$ cat src/rtl/gpioirq_pkg.sv
package gpioirq_pkg;

  typedef enum logic [2:0] {
    SEL_DIR     = 3'd0,
    SEL_IN      = 3'd1,
    SEL_OUT     = 3'd2,
    SEL_RISE_EN = 3'd3,
    SEL_FALL_EN = 3'd4,
    SEL_RISE_ST = 3'd5,
    SEL_FALL_ST = 3'd6,
    SEL_NONE    = 3'd7
  } regSel_e;

  typedef struct packed {
    logic dirWr;
    logic outWr;
    logic riseEnWr;
    logic fallEnWr;
    logic riseClr;
    logic fallClr;
  } regStrobes_t;

endpackage

$ cat src/rtl/gpioirq_ctrl.sv
module gpioirq_ctrl
  import gpioirq_pkg::*;
#(
  parameter int ADDR_W = 3
) (
  input  logic              clk,
  input  logic              rstN,
  input  logic [ADDR_W-1:0] regAddr,
  input  logic              regWrEn,
  output regSel_e           rdSel,
  output regStrobes_t       stb
);

  always_comb begin
    rdSel = SEL_NONE;
    if (regAddr < ADDR_W'(7)) rdSel = regSel_e'(regAddr[2:0]);
  end

  always_comb begin
    stb = '0;
    if (regWrEn) begin
      unique case (rdSel)
        SEL_DIR:     stb.dirWr    = 1'b1;
        SEL_OUT:     stb.outWr    = 1'b1;
        SEL_RISE_EN: stb.riseEnWr = 1'b1;
        SEL_FALL_EN: stb.fallEnWr = 1'b1;
        SEL_RISE_ST: stb.riseClr  = 1'b1;
        SEL_FALL_ST: stb.fallClr  = 1'b1;
        default:     stb = '0;
      endcase
    end
  end

  AST_ONE_STROBE: assert property (@(posedge clk) disable iff (!rstN)
    $onehot0(stb));

  AST_NO_STROBE_IDLE: assert property (@(posedge clk) disable iff (!rstN)
    !regWrEn |-> (stb == '0));

endmodule

$ cat src/rtl/gpioirq_datapath.sv
module gpioirq_datapath
  import gpioirq_pkg::*;
#(
  parameter int PIN_W       = 16,
  parameter int SYNC_STAGES = 2
) (
  input  logic             clk,
  input  logic             rstN,
  input  regStrobes_t      stb,
  input  regSel_e          rdSel,
  input  logic [PIN_W-1:0] wrData,
  output logic [PIN_W-1:0] rdData,
  input  logic [PIN_W-1:0] pinIn,
  output logic [PIN_W-1:0] pinOut,
  output logic [PIN_W-1:0] pinOutEn,
  output logic             irq
);

  localparam int HALF_W = PIN_W / 2;

  function automatic logic [PIN_W-1:0] swapHalves(input logic [PIN_W-1:0] w);
    return {w[HALF_W-1:0], w[PIN_W-1:HALF_W]};
  endfunction

  logic [PIN_W-1:0] syncChain [SYNC_STAGES];
  logic [PIN_W-1:0] syncLevel, prevLevel;
  logic [PIN_W-1:0] dirReg, outReg, riseEn, fallEn, riseStat, fallStat;
  logic [PIN_W-1:0] wrWord, riseHit, fallHit, rdWord;

  assign wrWord = swapHalves(wrData);

  generate
    for (genvar s = 0; s < SYNC_STAGES; s++) begin : gSync
      always_ff @(posedge clk or negedge rstN) begin
        if (!rstN) syncChain[s] <= '0;
        else if (s == 0) syncChain[s] <= pinIn;
        else syncChain[s] <= syncChain[(s == 0) ? 0 : s-1];
      end
    end
  endgenerate

  assign syncLevel = syncChain[SYNC_STAGES-1];

  always_ff @(posedge clk or negedge rstN) begin
    if (!rstN) prevLevel <= '0;
    else prevLevel <= syncLevel;
  end

  assign riseHit = syncLevel & ~prevLevel & riseEn;
  assign fallHit = ~syncLevel & prevLevel & fallEn;

  always_ff @(posedge clk or negedge rstN) begin
    if (!rstN) begin
      dirReg <= '0;
      outReg <= '0;
      riseEn <= '0;
      fallEn <= '0;
    end else begin
      if (stb.dirWr)    dirReg <= wrWord;
      if (stb.outWr)    outReg <= wrWord;
      if (stb.riseEnWr) riseEn <= wrWord;
      if (stb.fallEnWr) fallEn <= wrWord;
    end
  end

  always_ff @(posedge clk or negedge rstN) begin
    if (!rstN) begin
      riseStat <= '0;
      fallStat <= '0;
    end else begin
      riseStat <= (riseStat & ~(stb.riseClr ? wrWord : '0)) | riseHit;
      fallStat <= (fallStat & ~(stb.fallClr ? wrWord : '0)) | fallHit;
    end
  end

  always_comb begin
    unique case (rdSel)
      SEL_DIR:     rdWord = dirReg;
      SEL_IN:      rdWord = syncLevel;
      SEL_OUT:     rdWord = outReg;
      SEL_RISE_EN: rdWord = riseEn;
      SEL_FALL_EN: rdWord = fallEn;
      SEL_RISE_ST: rdWord = riseStat;
      SEL_FALL_ST: rdWord = fallStat;
      default:     rdWord = '0;
    endcase
  end

  assign rdData   = swapHalves(rdWord);
  assign pinOut   = outReg;
  assign pinOutEn = dirReg;
  assign irq      = |((riseStat & riseEn) | (fallStat & fallEn));

  AST_SET_WINS: assert property (@(posedge clk) disable iff (!rstN)
    (($past(riseHit) & ~riseStat) == '0) && (($past(fallHit) & ~fallStat) == '0));

  AST_ENABLE_GATES: assert property (@(posedge clk) disable iff (!rstN)
    ((riseStat & ~$past(riseStat) & ~$past(riseEn)) == '0));

  AST_IRQ_HAS_SOURCE: assert property (@(posedge clk) disable iff (!rstN)
    irq |-> ((riseStat | fallStat) != '0));

  AST_DIR_HOLDS: assert property (@(posedge clk) disable iff (!rstN)
    !$past(stb.dirWr) |-> $stable(dirReg));

endmodule

$ cat src/rtl/gpioirq_unit.sv
module gpioirq_unit
  import gpioirq_pkg::*;
#(
  parameter int PIN_W       = 16,
  parameter int SYNC_STAGES = 2,
  parameter int ADDR_W      = 3
) (
  input  logic              clk,
  input  logic              rstN,
  input  logic [ADDR_W-1:0] regAddr,
  input  logic              regWrEn,
  input  logic [PIN_W-1:0]  regWrData,
  output logic [PIN_W-1:0]  regRdData,
  input  logic [PIN_W-1:0]  pinIn,
  output logic [PIN_W-1:0]  pinOut,
  output logic [PIN_W-1:0]  pinOutEn,
  output logic              irq
);

  regSel_e     rdSel;
  regStrobes_t stb;

  gpioirq_ctrl #(.ADDR_W(ADDR_W)) uCtrl (
    .clk(clk), .rstN(rstN), .regAddr(regAddr), .regWrEn(regWrEn),
    .rdSel(rdSel), .stb(stb)
  );

  gpioirq_datapath #(.PIN_W(PIN_W), .SYNC_STAGES(SYNC_STAGES)) uDp (
    .clk(clk), .rstN(rstN), .stb(stb), .rdSel(rdSel), .wrData(regWrData),
    .rdData(regRdData), .pinIn(pinIn), .pinOut(pinOut), .pinOutEn(pinOutEn),
    .irq(irq)
  );

endmodule

$ cat config.mk
export PLATFORM = sky130hd
export DESIGN_NAME = gpioirq_unit
export DESIGN_NICKNAME = d
export VERILOG_FILES = /design/src/rtl/gpioirq_pkg.sv /design/src/rtl/gpioirq_ctrl.sv /design/src/rtl/gpioirq_datapath.sv /design/src/rtl/gpioirq_unit.sv
export SDC_FILE = /design/constraint.sdc
export NUM_CORES = 1
export LEC_CHECK = 0
export ABC_AREA = 0
export ABC_CLOCK_PERIOD_IN_PS = 1200
export BUFFER_PORTS_ARGS = -buffer_cell sky130_fd_sc_hd__buf_2
export CORE_ASPECT_RATIO = 0.7
export CORE_MARGIN = 4
export CORE_UTILIZATION = 45
export DETAILED_ROUTE_END_ITERATION = 7
export GPL_ROUTABILITY_DRIVEN = 0
export PLACE_DENSITY = 0.75
export SYNTH_ARGS = -nofsm -noshare
export SYNTH_HDL_FRONTEND = slang
export SYNTH_SLANG_ARGS = --single-unit
$ cat constraint.sdc
create_clock -name clk -period 1.2 [get_ports clk]
set_input_delay 0.12 -clock clk [delete_from_list [all_inputs] [get_ports clk]]
set_output_delay 0.12 -clock clk [all_outputs]
set_load 0.005 [all_outputs]
# --- Yosys cells after proc, flatten, opt, wreduce, memory -nomap -nowiden ---
# Cells that the tools add are included.
word_totals:
  ff_bits: 144
  input_bits: 38
  output_inout_bits: 49
  wordCells: 44
classes:
  n_reduce_logical: 2
  eq_ne: 6
  n_bitwise: 15
  n_lt_le_gt_ge: 1
  muxes: 11
op_table:
  columns: ["cell", "count"]
  rows:
  - ["bitwise AND 16 bit", 8]
  - ["one-hot mux 16 bit (7 select lines)", 1]
  - ["NOT 16 bit", 4]
  - ["bitwise OR 16 bit", 3]
  - ["2-to-1 mux 16 bit", 2]
  - ["OR reduction 16 bit", 1]
  - ["equality test 3 bit, second input constant", 3]
  - ["equality test 3 x 2 -> 1 bit, second input constant", 2]
  - ["2-to-1 mux 1 bit", 6]
  - ["2-to-1 mux 6 bit", 1]
  - ["equality test 3 x 1 -> 1 bit, second input constant", 1]
  - ["zero test 3 bit", 1]
  - ["< comparator 3 bit, second input constant", 1]
  - ["2-to-1 mux 3 bit", 1]

# --- Logic depth before layout (Yosys ltp) ---
depth:
  ltp_word: 9
  ltp_mapped: 6

# --- Hierarchy ---
# Synthesis repeated with hierarchy kept, for this count alone.
hier_totals:
  cells_unflattened: 479
  area_unflattened_um2: 6077.1
by_module_without_submodules:
  columns: ["module", "seq_area_each_um2", "area_per_inst_um2", "instances", "cells_each"]
  rows:
  - ["gpioirq_datapath", 3603.5, 5993.2, 1, 470]
  - ["gpioirq_ctrl", 0.0, 83.8, 1, 9]

# --- Worst setup path after synthesis ---
# Ideal clock, no wire load.
synth_timing:
  kind: "input to register"
  start: "input regAddr[1]"
  end: "register uDp.fallEn[10]"
  t_arrival_ns: 1.209
  setup_ns: 0.125
  setup_slack_ns: -0.135
  required_time_ns: 1.075
  path_buffers: 3
  cell_stages: 5
  path_cell_list: "buf_6 buf_12 nor3b_4 buf_12 mux2_4"
synth_between:
  elab_chain_cells: 5
synth_lines:
  columns: ["element", "line_no", "rtl"]
  rows:
  - ["start, declared", "gpioirq_unit.sv:10", "input logic [ADDR_W-1:0] regAddr,"]
  - ["< comparator 3 bit", "gpioirq_ctrl.sv:16", "if (regAddr < ADDR_W'(7)) rdSel = regSel_e'(regAddr[2:0]);"]
  - ["2-to-1 mux 3 bit *", "gpioirq_ctrl.sv:16", null]
  - ["equality test 3 bit *", "gpioirq_ctrl.sv:22", "unique case (rdSel)"]
  - ["2-to-1 mux 1 bit *", "gpioirq_ctrl.sv:22", null]
  - ["2-to-1 mux 6 bit *", "gpioirq_ctrl.sv:21", "if (regWrEn) begin"]
  - ["end signal, assigned", "gpioirq_datapath.sv:62", "if (stb.fallEnWr) fallEn <= wrWord;"]
  - ["end, declared", "gpioirq_datapath.sv:27", "logic [PIN_W-1:0] dirReg, outReg, riseEn, fallEn, riseStat, fallStat;"]
# Mark *: on every way between the ends. The rest lies on a longest branch, timed or not.
# A chain may end at the register's enable or synchronous reset.

# --- Worst setup path after layout ---
layout_timing:
  start: "register uDp.riseStat[8]"
  end: "output irq"
layout_between:
  elab_chain_cells: 3
layout_lines:
  columns: ["element", "line_no", "rtl"]
  rows:
  - ["start, declared", "gpioirq_datapath.sv:27", null]
  - ["start signal, assigned", "gpioirq_datapath.sv:71", "riseStat <= (riseStat & ~(stb.riseClr ? wrWord : '0)) | riseHit;"]
  - ["bitwise AND 16 bit", "gpioirq_datapath.sv:92", "assign irq = |((riseStat & riseEn) | (fallStat & fallEn));"]
  - ["bitwise OR 16 bit", "gpioirq_datapath.sv:92", null]
  - ["OR reduction 16 bit", "gpioirq_datapath.sv:92", null]
  - ["end, declared", "gpioirq_unit.sv:17", "output logic irq"]
# Every way passes these cells.

==> reports/metrics.cfg <==
[die]
pin_count=87
die_w_um=148
chipHeight_um=106
dieArea_mm2=0.0156
start_util_pct=46.4
core_mm2=0.0133
std_cell_rows=35

[power]
p_switching_uw=4210
power.internal_uw=11400
ir_worst_vdd_uv=1170
pwr-share-comb_pct=26.9
swShare_pct=27.0
p_per_area_mw_per_mm2=1760
pwr-share-seq_pct=40.1
p_leak_uw=0.00397
pwr-share-clk_pct=32.9

[sta]
fmax_mhz=501
tightest_slew_ps=347
setup_viol=18
slew_headroom_pct=76.7
slew_violations=0
fin_crit_ps=1990
fin_skew_ps=4.59
hold_viol_final=0
fin_tns_setup_ps=-10330
hold_slack_ps=18.4
rsz0062_at_grt=true
period_share_pct=166
final.setup.worst_slack_ps=-794

[route]
via_per_inst=5.46
detail_route.wl_per_cell_um=19.1
drtIter0Drc=211
vias=4741
antenna_left=0
totalWireLength_um=16600
drc=0
dr.pass1.iters=5

[cts]
cts_sinks=144
clock_latency_ps=420
clock_path_buffers=2
root_buffer=clkbuf_16
clkSlewWorstSetupHoldPaths_ps=60
cts-buffers-inserted=17
cts_tree=yes
htree_levels=4

[final_layout]
fillers=945
drive_above_1_share_pct=51.0
nNetsFinal=709
final_cell_mix=dfrtp_1, buf_4, nand2_1
diodes=0
final_core_util_pct=66.9
layout_commonest_cell=dfrtp_1
syn2layout_area_growth_pct=44.3

[run_status]
violations=negative setup slack
outcome=finished with violations

[worst_setup_path]
cp_slowest_stage_delay_ps=560
startpoint_type=register
critPathRequiredTime_ps=1080
worstPathCellList=a22oi_2 -> nand4_1 -> or4_4 -> buf_6
arrival_ps=1870
reg2reg_depth=3
worstSetupPathType=reg2out
worst-path-max-fanout=2
end_kind=output port
slowest_stage=or4_4

[synthesis]
avgSynthCellArea_um2=13.8
synth_cells=445
synth_cell_types=36
synth_area_mm2=0.00615
ys_seq_elements=144
ys_warn_count=0
synth.net_count=483
seq_area_frac_synth_pct=58.6

[global_routing]
track_usage_pct=22.2
antenna_found_initial=0
grt_overflow=0
grt_max_degree=47
first_global_vias=5142
grt_pass1_wl_um=26900

[hold_path]
hp-class=in2reg
holdPathStages=2

[run]
drv_cap=0

[placement]
port-buffer-count=86
dp_hpwl_um=11400

==> critical path: cells and delay by family (launching register included) <==
family	cells	cell delay (ps)
buf+inv	1	140
compound gates	1	240
flops	1	400
simple gates	2	690
==> stage by stage <==
step | total power (uW) | setup slack, ps | instances | instance area [um^2]
6_report | 15600 | -794 | 869 | 8880
5_1_grt | 16300 | -842 | 869 | 8880
4_1_cts | 15300 | -801 | 866 | 8620
3_5_place_dp | 9820 | -431 | 815 | 7720
3_3_place_gp | 9650 | -387 | 815 | 7720
2_1_floorplan | 7720 | -114 | 445 | 6170
==> flip-flops by register name (all words and copies together) (netlist names) <==
register	flops
uDp.pinOut	16
uDp.riseStat	16
uDp.pinOutEn	16
uDp.fallStat	16
uDp.prevLevel	16
uDp.fallEn	16
uDp.riseEn	16
uDp.syncChain	16
uDp.syncLevel	16
==> layer usage <==
metal	routed length (um)	track usage [%]
met1	7500	30.4
met2	7920	35.4
met3	945	5.33
met4	258	6.72
met5	0	0
==> area by class of cell <==
class	instances	area [um^2]	share of cell area (%)
Tap cell	185	231	2.61
Inverter	1	3.75	0.0423
Sequential cell	144	3600	40.6
Multi-Input combinational cell	278	2460	27.7
Clock buffer	21	480	5.41
Timing Repair Buffer	229	2000	22.5
Clock inverter	11	103	1.16
==> synthesized netlist by cell type <==
cell | number | share of area (%)
nand2b_4 | 1 | 0.22
nand2b_1 | 1 | 0.10
o21ai_0 | 3 | 0.24
a22oi_1 | 17 | 2.1
or4_1 | 1 | 0.12
nand3b_1 | 3 | 0.37
o211ai_1 | 1 | 0.12
nor2b_2 | 2 | 0.28
buf_6 | 4 | 0.73
mux2_2 | 54 | 9.9
a2bb2oi_1 | 14 | 2.0
nor3_4 | 1 | 0.26
a221o_1 | 1 | 0.16
dfrtp_1 | 144 | 59
and4b_1 | 2 | 0.33
o2bb2ai_1 | 32 | 4.6
inv_1 | 1 | 0.061
nor3b_4 | 1 | 0.31
nand3_2 | 1 | 0.16
buf_4 | 2 | 0.24
a21oi_1 | 14 | 1.1
clkbuf_1 | 2 | 0.12
nor2_2 | 1 | 0.10
a2bb2o_1 | 1 | 0.16
nor2_1 | 15 | 0.91
a31oi_1 | 1 | 0.10
mux2i_1 | 17 | 2.8
clkbuf_2 | 1 | 0.081
mux4_1 | 5 | 2.1
nand4_1 | 4 | 0.41
nand2_1 | 66 | 4.0
buf_1 | 1 | 0.061
buf_2 | 10 | 0.81
mux2_4 | 10 | 2.4
buf_12 | 2 | 0.65
mux4_2 | 9 | 3.3
==> logic make-up (layout without fill, tap and decap cells) <==
family	count (synthesis)	count (layout)	share of synthesized area, %
muxes	95	95	20.5
AOI/OAI and AO/OA	84	84	10.6
DFF	144	144	58.6
buffers and inverters	23	262	2.77
and+or+nand+nor	99	99	7.60
==> power by group through the flow <==
stage | Sequential [uW] | Combinational, uW | Clock (uW)
5_1_grt | 6350 | 4540 | 5430
3_5_place_dp | 6230 | 3590 | 0
2_1_floorplan | 6250 | 1470 | 0
4_1_cts | 6210 | 3850 | 5220
3_3_place_gp | 6170 | 3490 | 0
6_report | 6270 | 4200 | 5140
==> path summary, 6_finish.rpt <==
| kind | from | endpoint | slack (ps) |
|---|---|---|---|
| min | regWrData[9] | uDp.pinOut[1]$_DFFE_PN0P_ | 20 |
| max reg2reg | uDp.fallEn[5]$_DFFE_PN0P_ | uDp.fallEn[5]$_DFFE_PN0P_ | 170 |
| max in group asynchronous | rstN | uDp.pinOutEn[11]$_DFFE_PN0P_ | 500 |
| min in group asynchronous | rstN | uDp.syncChain[19]$_DFF_PN0_ | 160 |
| max | uDp.riseStat[8]$_DFF_PN0_ | irq | -790 |
| min reg2reg | uDp.syncChain[21]$_DFF_PN0_ | uDp.syncLevel[5]$_DFF_PN0_ | 350 |
==> timing repair <==
item / in CTS / in global routing
pin swaps: 10 / 8
buffers inserted: 2 / 16
resized for setup: 40 / 55
setup endpoints to repair: 20 / 43
endpoints found under the hold margin: 161 / 0
hold buffers: 18 / 0
No activity file was read; power rests on OpenSTA's default activity.
